<file path="src/rtl/psc_pkg.sv">
package psc_pkg;
    localparam int SEL_W   = 3;
    localparam int CNT_W   = 2 ** SEL_W;
    localparam int REG_W   = 16;

    localparam int DIV_LSB  = 11;
    localparam int HOLD_BIT = 8;
    localparam int IP_LSB   = 2;
    localparam int IE_BIT   = 1;
    localparam int FLAG_BIT = 0;

    localparam logic [REG_W-1:0] RSV_MASK = 16'hC6E0;

    typedef struct packed {
        logic [SEL_W-1:0] div_sel;
        logic             hold;
        logic [SEL_W-1:0] ip_sel;
        logic             ie;
        logic             flag;
    } ctrl_t;
endpackage

</file>
<file path="src/rtl/psc_counter.sv">
module psc_counter #(
    parameter int CNT_W = 8
) (
    input  logic             clk,
    input  logic             rst_n,
    input  logic             tick_i,
    input  logic             run_i,
    input  logic             clr_i,
    output logic [CNT_W-1:0] cnt_o,
    output logic             adv_o
);
    typedef struct packed {
        logic [CNT_W-1:0] cnt;
    } cnt_state_t;

    cnt_state_t st_d, st_q;
    logic       adv;

    always_comb begin
        st_d = st_q;
        adv  = tick_i && run_i && !clr_i;
        if (clr_i) begin
            st_d.cnt = '0;
        end else if (adv) begin
            st_d.cnt = st_q.cnt + CNT_W'(1);
        end
    end

    always_ff @(posedge clk or negedge rst_n) begin
        if (!rst_n) begin
            st_q <= '0;
        end else begin
            st_q <= st_d;
        end
    end

    assign cnt_o = st_q.cnt;
    assign adv_o = adv;


    clr_zero_chk: assert property (@(posedge clk) disable iff (!rst_n)
        clr_i |=> (cnt_o == '0));


    idle_stable_chk: assert property (@(posedge clk) disable iff (!rst_n)
        (!tick_i || !run_i) && !clr_i |=> $stable(cnt_o));


    step_one_chk: assert property (@(posedge clk) disable iff (!rst_n)
        (tick_i && run_i && !clr_i) |=> (cnt_o == $past(cnt_o) + CNT_W'(1)));
endmodule

</file>
<file path="src/rtl/psc_tap_fall.sv">
module psc_tap_fall #(
    parameter int CNT_W = 8,
    parameter int SEL_W = 3
) (
    input  logic [CNT_W-1:0] cnt_i,
    input  logic             adv_i,
    input  logic [SEL_W-1:0] sel_i,
    output logic             fall_o
);
    logic [CNT_W-1:0] ok;

    for (genvar k = 0; k < CNT_W; k++) begin : g_bit
        assign ok[k] = cnt_i[k] || (SEL_W'(k) > sel_i);
    end

    assign fall_o = adv_i && (&ok);
endmodule

</file>
<file path="src/rtl/psc_ctrl_reg.sv">
module psc_ctrl_reg
    import psc_pkg::*;
(
    input  logic             clk,
    input  logic             rst_n,
    input  logic             wr_en_i,
    input  logic [REG_W-1:0] wr_data_i,
    input  logic             evt_i,
    output ctrl_t            ctrl_o,
    output logic [REG_W-1:0] rd_data_o
);
    ctrl_t ctrl_d, ctrl_q;
    logic  unused_rsv;

    assign unused_rsv = ^(wr_data_i & RSV_MASK);

    always_comb begin
        ctrl_d = ctrl_q;
        if (wr_en_i) begin
            ctrl_d.div_sel = wr_data_i[DIV_LSB +: SEL_W];
            ctrl_d.hold    = wr_data_i[HOLD_BIT];
            ctrl_d.ip_sel  = wr_data_i[IP_LSB +: SEL_W];
            ctrl_d.ie      = wr_data_i[IE_BIT];
            ctrl_d.flag    = wr_data_i[FLAG_BIT];
        end
        if (evt_i) begin
            ctrl_d.flag = 1'b1;
        end
    end

    always_ff @(posedge clk or negedge rst_n) begin
        if (!rst_n) begin
            ctrl_q      <= '0;
            ctrl_q.hold <= 1'b1;
        end else begin
            ctrl_q <= ctrl_d;
        end
    end

    always_comb begin
        rd_data_o                        = '0;
        rd_data_o[DIV_LSB +: SEL_W]      = ctrl_q.div_sel;
        rd_data_o[HOLD_BIT]              = ctrl_q.hold;
        rd_data_o[IP_LSB +: SEL_W]       = ctrl_q.ip_sel;
        rd_data_o[IE_BIT]                = ctrl_q.ie;
        rd_data_o[FLAG_BIT]              = ctrl_q.flag;
    end

    assign ctrl_o = ctrl_q;


    evt_sets_flag_chk: assert property (@(posedge clk) disable iff (!rst_n)
        evt_i |=> rd_data_o[FLAG_BIT]);


    rsv_zero_chk: assert property (@(posedge clk) disable iff (!rst_n)
        (rd_data_o & RSV_MASK) == '0);


    no_write_stable_chk: assert property (@(posedge clk) disable iff (!rst_n)
        !wr_en_i && !evt_i |=> $stable(rd_data_o));
endmodule

</file>
<file path="src/rtl/psc_timer.sv">
module psc_timer
    import psc_pkg::*;
#(
    parameter logic [SEL_W-1:0] CAL_SEL = 3'd7
) (
    input  logic             clk,
    input  logic             rst_n,
    input  logic             tick_i,
    input  logic             cal_mode_i,
    input  logic             glob_hold_i,
    input  logic             sw_clr_i,
    input  logic             wr_en_i,
    input  logic [REG_W-1:0] wr_data_i,
    output logic [REG_W-1:0] rd_data_o,
    output logic             div_pulse_o,
    output logic             irq_o
);
    ctrl_t            ctrl;
    logic [CNT_W-1:0] cnt;
    logic             adv;
    logic             run;
    logic [SEL_W-1:0] div_sel_eff;
    logic             div_fall;
    logic             ip_fall;

    typedef struct packed {
        logic pulse;
    } out_state_t;

    out_state_t out_d, out_q;

    always_comb begin
        run         = cal_mode_i ? !glob_hold_i : !ctrl.hold;
        div_sel_eff = cal_mode_i ? CAL_SEL : ctrl.div_sel;
        out_d       = out_q;
        out_d.pulse = div_fall;
    end

    always_ff @(posedge clk or negedge rst_n) begin
        if (!rst_n) begin
            out_q <= '0;
        end else begin
            out_q <= out_d;
        end
    end

    psc_counter #(.CNT_W(CNT_W)) u_cnt (
        .clk    (clk),
        .rst_n  (rst_n),
        .tick_i (tick_i),
        .run_i  (run),
        .clr_i  (sw_clr_i),
        .cnt_o  (cnt),
        .adv_o  (adv)
    );

    psc_tap_fall #(.CNT_W(CNT_W), .SEL_W(SEL_W)) u_div_tap (
        .cnt_i  (cnt),
        .adv_i  (adv),
        .sel_i  (div_sel_eff),
        .fall_o (div_fall)
    );

    psc_tap_fall #(.CNT_W(CNT_W), .SEL_W(SEL_W)) u_ip_tap (
        .cnt_i  (cnt),
        .adv_i  (adv),
        .sel_i  (ctrl.ip_sel),
        .fall_o (ip_fall)
    );

    psc_ctrl_reg u_reg (
        .clk       (clk),
        .rst_n     (rst_n),
        .wr_en_i   (wr_en_i),
        .wr_data_i (wr_data_i),
        .evt_i     (ip_fall),
        .ctrl_o    (ctrl),
        .rd_data_o (rd_data_o)
    );

    assign div_pulse_o = out_q.pulse;
    assign irq_o       = ctrl.ie && ctrl.flag;


    pulse_single_chk: assert property (@(posedge clk) disable iff (!rst_n)
        div_pulse_o |=> !div_pulse_o);


    glob_hold_chk: assert property (@(posedge clk) disable iff (!rst_n)
        cal_mode_i && glob_hold_i && !sw_clr_i |=> $stable(cnt));


    clr_quiet_chk: assert property (@(posedge clk) disable iff (!rst_n)
        sw_clr_i |=> !div_pulse_o);


    pulse_cause_chk: assert property (@(posedge clk) disable iff (!rst_n)
        div_pulse_o |-> $past(tick_i));
endmodule

</file>
<file path="config.mk">
export PLATFORM = sky130hd
export DESIGN_NAME = psc_timer
export DESIGN_NICKNAME = d
export VERILOG_FILES = /design/src/rtl/psc_pkg.sv /design/src/rtl/psc_counter.sv /design/src/rtl/psc_tap_fall.sv /design/src/rtl/psc_ctrl_reg.sv /design/src/rtl/psc_timer.sv
export SDC_FILE = /design/constraint.sdc
export NUM_CORES = 1
export LEC_CHECK = 0
export BUFFER_PORTS_ARGS = -buffer_cell sky130_fd_sc_hd__clkbuf_2
export CAP_MARGIN = 20
export CORE_MARGIN = 4
export CORE_UTILIZATION = 40
export CTS_CLUSTER_DIAMETER = 150
export CTS_CLUSTER_SIZE = 28
export DETAILED_ROUTE_END_ITERATION = 8
export GPL_TIMING_DRIVEN = 0
export PLACE_DENSITY = 0.69
export SLEW_MARGIN = 20
export SYNTH_ARGS = -nofsm -noshare
export SYNTH_HDL_FRONTEND = slang
export SYNTH_SLANG_ARGS = --single-unit
</file>
<file path="constraint.sdc">
create_clock -name clk -period 3.1 [get_ports clk]
set_input_delay 0.93 -clock clk [delete_from_list [all_inputs] [get_ports clk]]
set_output_delay 0.93 -clock clk [all_outputs]
set_load 0.03 [all_outputs]
</file>
==> results.toml <==
[status]
status = "finished, final reports clean"

[clock_network]
cts_resized = 0
clock_path_buffers = 2
cts.sinks = 18
cts_tree = "done"
htree_levels = 1
cts_buffers = 3
path_clk_slew_ns = 0.10
hold_buffers = 0
cts_setup_buffers = 0
root_buffer = "clkbuf_4"
clock_latency_ns = 0.29

[finish]
finalNonFillerCells = 156
drive_gt1_share_pct = 34.38
multi_input_area_um2 = 460.4
n_antenna_cell = 0
final_nets = 153
nFillCells = 237
layout_common_cells = "clkbuf_2 (24), dfrtp_1 (17), nor2_1 (9)"
mostFrequentLayoutCell = "clkbuf_2"
syn2layout_area_growth_pct = 22.35
regArea_um2 = 451.7

[critical_path]
worstSetupEndpointType = "primary output"
cp_slowest_stage_delay_ns = 0.56
reg2regPathDepth = 4
critPathMaxFanout = 4
cp_slowest_cell = "dfstp_2"
setup.worst_path.start_class = "register"
path_class = "reg -> out"
crit_arrival_ns = 1.06
cp.depth = 1
reg2reg_from = "u_reg.ctrl_o[5]"
cp.required_ns = 2.17
crit_family = "flip-flops"
path_buf_inv = 1
worstReg2RegEnd = "div_pulse_o"
rrSetupSlack_ns = 1.58
cp_cell_sequence = "clkbuf_2"

[drt]
dr_total_vias = 752
ant_nets = 0
viasPerCell = 4.821
avgRoutedWirePerCell_um = 11.84
wirelength_um = 1847
drc = 0
drtIter0Drc = 12
firstDrtPassIters = 4

[timing]
slew_headroom_pct = 64.83
hold_viol = 0
worst_pin_slew_ns = 0.5276
tns_ns = 0
rsz0062_at_grt = "no"
setup_viol = 0
timing.final.crit_share_pct = 64.21
maxSlewViolCount = 0
period_minus_slack_ns = 1.991
fin_skew_ns = 0.001927
fmax_mhz = 502.4
whs_ns = 0.5387

[die]
die_w_um = 56.92
initial_core_util_pct = 42.45
die_y_um = 56.92
rows = 17
core_area_um2 = 2255
dieArea_um2 = 3239
pin_count = 41

[min_path]
min_from = "u_reg.ctrl_o[0]"
hold-path-endpoint = "u_reg.ctrl_o[0]"
hold_class = "reg -> reg"
hold_path_depth = 2

[grt]
grt.overflow.total = 0
grt_pass1_wl_um = 3174
grt_pass1_vias = 705
grt_max_degree = 19
grtUsageTotal_pct = 12.25
antenna_found_initial = 0

[placement]
place_hpwl_um = 1507
routabilityCongestion = 0.8175
portBuffers = 24
place_inst = 152

[yosys]
yosys_warnings = 0
yosys_register_bits = 18
synth_cell_types = 32
syn-cell-area_um2 = 957.2
syn-mean-instance-area_um2 = 10.18
yosysSeqAreaShare_pct = 47.19
synthCells = 94

[run]
drv_cap = 0

[pwr]
ir_worst_vdd_uv = 322.1
powerDensity_nw_per_um2 = 443.0
power.total_uw = 518.8
power_leakage_nw = 0.5723
==> worst max path at each step <==
stage	startpoint	slack [ns]	end
6_report	u_reg.ctrl_o[5]	1.11	rd_data_o[8]
5_1_grt	u_reg.ctrl_o[5]	1.06	rd_data_o[8]
4_1_cts	u_reg.ctrl_o[5]	1.09	rd_data_o[8]
3_5_place_dp	cal_mode_i	0.86	div_pulse_o
3_3_place_gp	cal_mode_i	0.87	div_pulse_o
2_1_floorplan	cal_mode_i	1.09	div_pulse_o
==> metrics by stage <==
| step | cell area [µm²] | util, % | worst slack [ns] |
|---|---|---|---|
| after global placement | 1135 | 50.33 | 0.8710 |
| after floorplan | 979.7 | - | 1.087 |
| after global routing | 1171 | 51.94 | 1.062 |
| final | 1171 | 51.94 | 1.109 |
| after CTS | 1171 | 51.94 | 1.093 |
| after detailed placement | 1135 | 50.33 | 0.8579 |
==> flip-flops by register name, indices dropped and copies added (netlist names) <==
register / cells
u_cnt.cnt_o: 8
div_pulse_o: 1
u_reg.ctrl_o: 9
==> cell families (layout without fill, tap and decap cells) <==
group                      Yosys count  after routing  synth area share [%]
AOI/OAI and AO/OA                   14             14                 9.150
other                                1              7                0.3918
muxes                               10             10                 11.90
and+or+nand+nor                     32             32                 16.60
buffers and inverters               11             39                 7.059
xor gates and xnor gates             7              7                 6.405
DFF                                 18             18                 47.19
adders and majority gates            1              1                 1.307
==> report_power, final <==
| part | internal, mW | total, mW | switching, mW |
|---|---|---|---|
| combinational | 0.0422 | 0.113 | 0.0710 |
| clock | 0.0716 | 0.141 | 0.0695 |
| sequential | 0.250 | 0.265 | 0.0151 |
| total | 0.363 | 0.519 | 0.155 |
==> cells in the mapped netlist, drive strengths merged <==
cell     n  area share (%)
ha       1             1.3
nand4    2             1.3
o21bai   2             1.6
or3      1            0.65
and4b    1             1.0
nor3     2             1.0
and3     1            0.65
mux2i    2             2.1
nand2    6             2.4
a21oi    1            0.52
nor2b    2             1.3
nand2b   1            0.65
nand3    4             2.1
o31ai    1            0.78
a21boi   2             1.6
buf      7             5.5
dfstp    1             2.7
a211oi   1            0.78
xor2     4             3.7
dfrtp   17              44
nor4     1            0.65
inv      2            0.78
and2     2             1.3
a31oi    1            0.65
xnor2    3             2.7
conb     1            0.39
o21ai    5             2.6
o22ai    1            0.65
nor2     9             3.5
mux2     8             9.8
clkbuf   2            0.78
==> area by class of cell <==
cell class,count,share of cell area (%)
repair buffers,24,10.26
multi-input cells,71,39.32
flip-flops and latches,18,38.57
well taps,28,2.991
clock buffers,4,3.098
plain buffers,9,5.128
inverters,2,0.6410
==> metal layers <==
| metal | wire (µm) | track usage, % | part of all wire, % |
|---|---|---|---|
| met4 | 0 | 1.987 | 0 |
| met3 | 166 | 4.598 | 9.0 |
| met5 | 0 | 0 | 0 |
| met2 | 860 | 18.76 | 47 |
| met1 | 820 | 16.83 | 44 |
No activity file was read; power rests on OpenSTA's default activity.
